### src/rtl/ccmode_pkg.sv
package ccmode_pkg;

    localparam int NCH       = 2;
    localparam int DATA_W    = 32;
    localparam int CH_STRIDE = 8;
    localparam int SEL_W     = 2;
    localparam int CLR_OFS   = 7;
    localparam int MODE_HI0  = 16;

    typedef enum logic [SEL_W-1:0] {
        SEL_OUT = 2'b00,
        SEL_OWN = 2'b01,
        SEL_NBR = 2'b10,
        SEL_TRG = 2'b11
    } dir_sel_e;

    function automatic int sel_lsb(input int ch);
        return ch * CH_STRIDE;
    endfunction

    function automatic int clr_bit(input int ch);
        return ch * CH_STRIDE + CLR_OFS;
    endfunction

    function automatic int mode_hi_bit(input int ch);
        return MODE_HI0 + ch * CH_STRIDE;
    endfunction

    function automatic logic [DATA_W-1:0] wr_mask();
        logic [DATA_W-1:0] m;
        m = '0;
        for (int c = 0; c < NCH; c++) begin
            for (int b = 0; b < CH_STRIDE; b++) begin
                m[c*CH_STRIDE + b] = 1'b1;
            end
            m[mode_hi_bit(c)] = 1'b1;
        end
        return m;
    endfunction

endpackage

### src/rtl/ccmode_regs.sv
module ccmode_regs
    import ccmode_pkg::*;
#(
    parameter int              ADDR_W  = 8,
    parameter logic [ADDR_W-1:0] REG_OFS = 8'h18
) (
    input  logic                  clk,
    input  logic                  rst_n,
    input  logic                  wr,
    input  logic                  rd,
    input  logic [ADDR_W-1:0]     addr,
    input  logic [DATA_W-1:0]     wdata,
    input  logic [NCH-1:0]        ch_en,
    output logic [DATA_W-1:0]     rdata,
    output logic [NCH*SEL_W-1:0]  sel_q,
    output logic [NCH-1:0]        clr_en_q
);

    localparam logic [DATA_W-1:0] MASK = wr_mask();

    typedef struct packed {
        logic [DATA_W-1:0] cfg;
    } regs_t;

    regs_t state_d, state_q;
    logic  hit;

    assign hit = (addr == REG_OFS);

    always_comb begin
        state_d = state_q;
        if (wr && hit) begin
            state_d.cfg = wdata & MASK;
            for (int c = 0; c < NCH; c++) begin
                if (ch_en[c]) begin
                    state_d.cfg[c*CH_STRIDE +: SEL_W] = state_q.cfg[c*CH_STRIDE +: SEL_W];
                end
            end
        end
    end

    always_ff @(posedge clk or negedge rst_n) begin
        if (!rst_n) begin
            state_q <= '0;
        end else begin
            state_q <= state_d;
        end
    end

    assign rdata = (rd && hit) ? state_q.cfg : '0;

    for (genvar c = 0; c < NCH; c++) begin : g_fields
        assign sel_q[c*SEL_W +: SEL_W] = state_q.cfg[c*CH_STRIDE +: SEL_W];
        assign clr_en_q[c]             = state_q.cfg[c*CH_STRIDE + CLR_OFS];
    end

endmodule

### src/rtl/ccmode_inmux.sv
module ccmode_inmux
    import ccmode_pkg::*;
(
    input  logic [SEL_W-1:0] sel,
    input  logic             own_pin,
    input  logic             nbr_pin,
    input  logic             trc,
    input  logic             trig_internal,
    output logic             cap,
    output logic             is_out
);

    always_comb begin
        cap    = 1'b0;
        is_out = 1'b0;
        unique case (dir_sel_e'(sel))
            SEL_OUT: is_out = 1'b1;
            SEL_OWN: cap    = own_pin;
            SEL_NBR: cap    = nbr_pin;
            SEL_TRG: cap    = trig_internal & trc;
            default: cap    = 1'b0;
        endcase
    end

endmodule

### src/rtl/ccmode_refclr.sv
module ccmode_refclr (
    input  logic clr_en,
    input  logic ref_raw,
    input  logic clr,
    output logic ref_out
);

    logic kill;

    always_comb begin
        kill    = clr_en & clr;
        ref_out = ref_raw & ~kill;
    end

endmodule

### src/rtl/ccmode_ctrl.sv
module ccmode_ctrl
    import ccmode_pkg::*;
#(
    parameter int              ADDR_W  = 8,
    parameter logic [ADDR_W-1:0] REG_OFS = 8'h18
) (
    input  logic              clk,
    input  logic              rst_n,
    input  logic              bus_wr,
    input  logic              bus_rd,
    input  logic [ADDR_W-1:0] bus_addr,
    input  logic [31:0]       bus_wdata,
    output logic [31:0]       bus_rdata,
    input  logic [1:0]        ch_en,
    input  logic              trig_internal,
    input  logic              ti1,
    input  logic              ti2,
    input  logic              trc,
    input  logic [1:0]        oc_ref_raw,
    input  logic              ref_clr,
    output logic [1:0]        cap_in,
    output logic [1:0]        oc_ref,
    output logic [1:0]        ch_is_out
);

    logic [NCH*SEL_W-1:0] ch_sel;
    logic [NCH-1:0]       ch_clr_en;
    logic [NCH-1:0]       pins;

    assign pins = {ti2, ti1};

    ccmode_regs #(
        .ADDR_W (ADDR_W),
        .REG_OFS(REG_OFS)
    ) u_regs (
        .clk     (clk),
        .rst_n   (rst_n),
        .wr      (bus_wr),
        .rd      (bus_rd),
        .addr    (bus_addr),
        .wdata   (bus_wdata),
        .ch_en   (ch_en),
        .rdata   (bus_rdata),
        .sel_q   (ch_sel),
        .clr_en_q(ch_clr_en)
    );

    for (genvar c = 0; c < NCH; c++) begin : g_ch
        ccmode_inmux u_mux (
            .sel          (ch_sel[c*SEL_W +: SEL_W]),
            .own_pin      (pins[c]),
            .nbr_pin      (pins[NCH-1-c]),
            .trc          (trc),
            .trig_internal(trig_internal),
            .cap          (cap_in[c]),
            .is_out       (ch_is_out[c])
        );

        ccmode_refclr u_clr (
            .clr_en (ch_clr_en[c]),
            .ref_raw(oc_ref_raw[c]),
            .clr    (ref_clr),
            .ref_out(oc_ref[c])
        );
    end

endmodule

### config.mk
export PLATFORM = sky130hd
export DESIGN_NAME = ccmode_ctrl
export DESIGN_NICKNAME = d
export VERILOG_FILES = /design/src/rtl/ccmode_pkg.sv /design/src/rtl/ccmode_regs.sv /design/src/rtl/ccmode_inmux.sv /design/src/rtl/ccmode_refclr.sv /design/src/rtl/ccmode_ctrl.sv
export SDC_FILE = /design/constraint.sdc
export NUM_CORES = 1
export LEC_CHECK = 0
export BUFFER_PORTS_ARGS = -buffer_cell sky130_fd_sc_hd__buf_2
export CAP_MARGIN = 20
export CORE_MARGIN = 5
export CORE_UTILIZATION = 39
export DETAILED_ROUTE_END_ITERATION = 7
export GPL_ROUTABILITY_DRIVEN = 0
export PLACE_DENSITY = 0.89
export SYNTH_ARGS = -nofsm -noshare
export SYNTH_HDL_FRONTEND = slang
export SYNTH_SLANG_ARGS = --single-unit
### constraint.sdc
create_clock -name clk -period 2 [get_ports clk]
set_input_delay 0.4 -clock clk [delete_from_list [all_inputs] [get_ports clk]]
set_output_delay 0.4 -clock clk [all_outputs]
set_load 0.01 [all_outputs]
# Yosys cells after proc, flatten, opt, wreduce, memory -nomap -nowiden
# Index checks and enable logic that the tools add are counted.
# word_totals
word_cells,30
out_inout_bits,38
ff_bits,18
in_bits,53
# classes
reduce_logical,6
mux,5
bitwise_logic,9
eq_ne,7
# op_table
cell,n
$mux W25,1
$eq A2 B2 Y1 const B,4
$eq A8 B5 Y1 const B,1
$pmux W1 S3,2
$and A1 B1 Y1,5
$eq A2 B1 Y1 const B,2
$logic_not A2 Y1,2
$not A1 Y1,4
$reduce_and A2 Y1,2
$logic_and A1 B1 Y1,2
$mux W1,2

# Depth between registers and ports, before layout
# logic_depth
word_depth,3
mapped_depth,5
mapped_depth_nobuf,3

# Modules after synthesis
# From an unflattened synthesis, not the netlist that was laid out.
# unflattened
hier_cells,96
hier_area_um2,1148.6
# modules_own_cells
mod,cells_each,n_inst,seq_area_each_um2,area_per_inst_um2
ccmode_regs,84,1,450.4,1073.5
ccmode_inmux,5,2,0.0,26.3
ccmode_refclr,1,2,0.0,11.3

# Least setup slack after synthesis
# Ideal clock, no wire load.
# synth_path
kind,in2out
from,input port bus_addr[5]
to,output port bus_rdata[10]
n_path_buf,2
t_required_ns,1.600
t_arrival_ns,1.367
setup_slack_ns,0.233
path_stages,5
path_cell_list,nor4b_4 -> and3_1 -> buf_2 -> buf_6 -> and2_1
# synth_via
elab_chain_cells,3
# synth_lines
element,line,rtl
from (decl),ccmode_ctrl.sv:11,"input logic [ADDR_W-1:0] bus_addr,"
$eq A8 B5 Y1,ccmode_regs.sv:28,assign hit = (addr == REG_OFS);
$logic_and A1 B1 Y1,ccmode_regs.sv:50,assign rdata = (rd && hit) ? state_q.cfg : '0;
$mux W25,ccmode_regs.sv:50,
to (decl),ccmode_ctrl.sv:13,"output logic [31:0] bus_rdata,"
# Every way passes these cells.

# Worst setup path after layout
# layout_path
from,input port bus_addr[5]
to,output port bus_rdata[4]
# Same word-level chain as after synthesis.

==> summary.txt <==
Outcome
  • Status: finished, final reports clean

Worst setup path
  • Critical Path End Type: output pin
  • CP max FO: 18
  • Worst Path Required: 1.60 ns
  • Worst EP arrival: 1.44 ns
  • Critical path type: primary input to output pin
  • CP startpoint kind: primary input

Clock tree
  • H-tree depth: 1
  • Worst-Skew Late Latency: 0.28 ns
  • CTS sink count: 18
  • Root Driver: clkbuf_4
  • Clk buf depth: 2
  • Num CTS Buffers: 3
  • Post CTS Setup Buffer Count: 0
  • Hold Buf Count CTS: 0
  • Clock-pin slew on the worst setup and hold paths: 0.09 ns
  • Post-CTS Resized: 0
  • CTS tree: yes

Power
  • Leak pwr: 0.849 nW
  • Pwr per Cell Area: 461 mW/mm^2
  • Maximum VDD drop: 379 uV
  • Tot Pwr: 0.000658 W

Synthesis
  • Register area share after synthesis: 0.392
  • Dominant cell type by area after synthesis: dfrtp_1
  • Top post-synthesis cells by area: dfrtp_1, buf_4, mux2_4
  • Unique masters post-synth: 17
  • Yosys warnings: 0
  • Mean area per synthesized cell: 11.7 sq um
  • EDFF count, synth: 0
  • Top_reg_cell synth: dfrtp_1
  • Yosys top cell area share: 0.392
  • Cells after synthesis: 98
  • Seq cells post-synth: 18
  • Synthesized area: 0.00115 sq mm
  • Dominant cell by count in the synthesized netlist: buf_4
  • Asr flop ratio synth: 1.00
  • Commonest cells post-synth: buf_4, and2_1, dfrtp_1

Route
  • Via count: 865
  • DRC viols: 0
  • Antenna Nets Post-Route: 0
  • Initial DRC Count: 35
  • First-pass iteration count of the detailed router: 4
  • WL final: 2430 um
  • Vias/cell: 4.63
  • Wire per inst: 13.0 um

Floorplanning
  • Die area: 0.00413 sq mm
  • Initial Util: 0.413
  • Die Ht: 64.3 um
  • # rows: 19
  • IO Count: 91
  • Die width: 64.3 um
  • Core area: 0.00278 sq mm

Global routing
  • Total GRT Usage: 0.117
  • Pin count of the biggest net entering global routing: 19
  • Number of global-route vias before repair: 902
  • Initial antenna violation count: 0
  • Global-route wire length before repair: 3950 um
  • Remaining global-route overflow: 0

Cells and area
  • Max reg flops: 18
  • Biggest register: u_regs.state_q
  • Ant diodes: 0
  • Post-layout instance area: 0.00143 sq mm
  • Layout cells sized above 1: 0.571
  • Fin nets: 211
  • Util after Layout: 0.513
  • Layout area overhead: 24.2%
  • Largest registers: u_regs.state_q (18)

Placed design
  • HPWL Detailed: 1970 um
  • Place WS: 0.158 ns
  • Buffers on Ports: 62
  • Placement Cell Area: 0.00140 sq mm

STA
  • FMAX: 543 MHz
  • Worst Clk Skew: 0 ns
  • Post-layout minimum cycle time: 1.84 ns
  • Unrepaired setup endpoints after global routing: no
  • Worst setup margin: 0.158 ns
  • Tcrit/Tclk final: 0.921
  • Fin. max-slew vios: 0
  • Setup violations, final: 0
  • Setup TNS Final: 0 ns
  • Final Hold Vio Count: 0

Worst hold path
  • Worst Hold Class: primary input to asynchronous set/reset pin

Run
  • Max_cap viols: 0
-- through the flow --
stage                     std cells  hold slack [ns]
after floorplan                 111            0.104
after global routing            187           0.0572
after global placement          184            0.346
final                           187           0.0278
after CTS                       187           0.0365
after detailed placement        184            0.349
-- cell usage in the layout, fill, tap and decap left out --
master,n
nor2b_1,2
nand3_4,1
nor4b_4,2
nor2_1,2
clkbuf_4,3
buf_12,1
and3_1,3
conb_1,14
mux2_4,10
nand2_1,2
mux2_2,8
o21ai_0,4
dfrtp_1,18
buf_4,2
a21boi_0,2
and2_1,18
buf_2,62
nand4b_1,2
-- report_power, final --
part           total [W]  leakage (nW)  switching (W)  internal (W)
logic           0.000101         0.587      0.0000459     0.0000554
clock network   0.000168        0.0138      0.0000981     0.0000697
registers       0.000389         0.249     0.00000980      0.000379
total           0.000658         0.849       0.000154      0.000504
-- cell type report --
cell class | count | area [sq um]
fill | 268 | 1360
multi-input combinational | 70 | 569
sequential | 18 | 450
timing repair buffer | 65 | 345
tap | 31 | 38.8
clock buffer | 3 | 22.5
-- worst max-delay path: stages --
cell,delay [ns]
buf_2,0.11
nor4b_4,0.28
and3_1,0.24
buf_12,0.14
and2_1,0.13
buf_2,0.12
-- path summary, 6_finish.rpt --
path	startpoint	to	slack, ns	cells after the start
setup / recovery	bus_addr[5]	bus_rdata[4]	0.16	6
hold / removal	rst_n	u_regs.state_q[24]$_DFFE_PN0P_	0.03	1
setup reg to reg	u_regs.state_q[9]$_DFFE_PN0P_	u_regs.state_q[9]$_DFFE_PN0P_	1.17	1
hold reg to reg	u_regs.state_q[13]$_DFFE_PN0P_	u_regs.state_q[13]$_DFFE_PN0P_	0.50	1
max in group asynchronous	rst_n	u_regs.state_q[9]$_DFFE_PN0P_	1.69	1
min in group clk	bus_wdata[16]	u_regs.state_q[16]$_DFFE_PN0P_	0.34	2
-- logic make-up (layout without fill, tap and decap cells) --
group / count (synthesis) / in the layout / synth area share
compound gates: 6 / 6 / 0.0305
mux: 18 / 18 / 0.209
simple gates: 32 / 32 / 0.210
flops: 18 / 18 / 0.392
other cells: 1 / 14 / 0.00326
buf+inv: 23 / 68 / 0.155
-- per-layer routing --
layer,vias up,global-route usage,wire length (um)
met5,-,0,0
met4,0,0.0305,0
met3,0,0.0420,391
met2,58,0.194,1070
met1,398,0.142,970
li1,409,-,-
(Power assumes the default switching activity.)
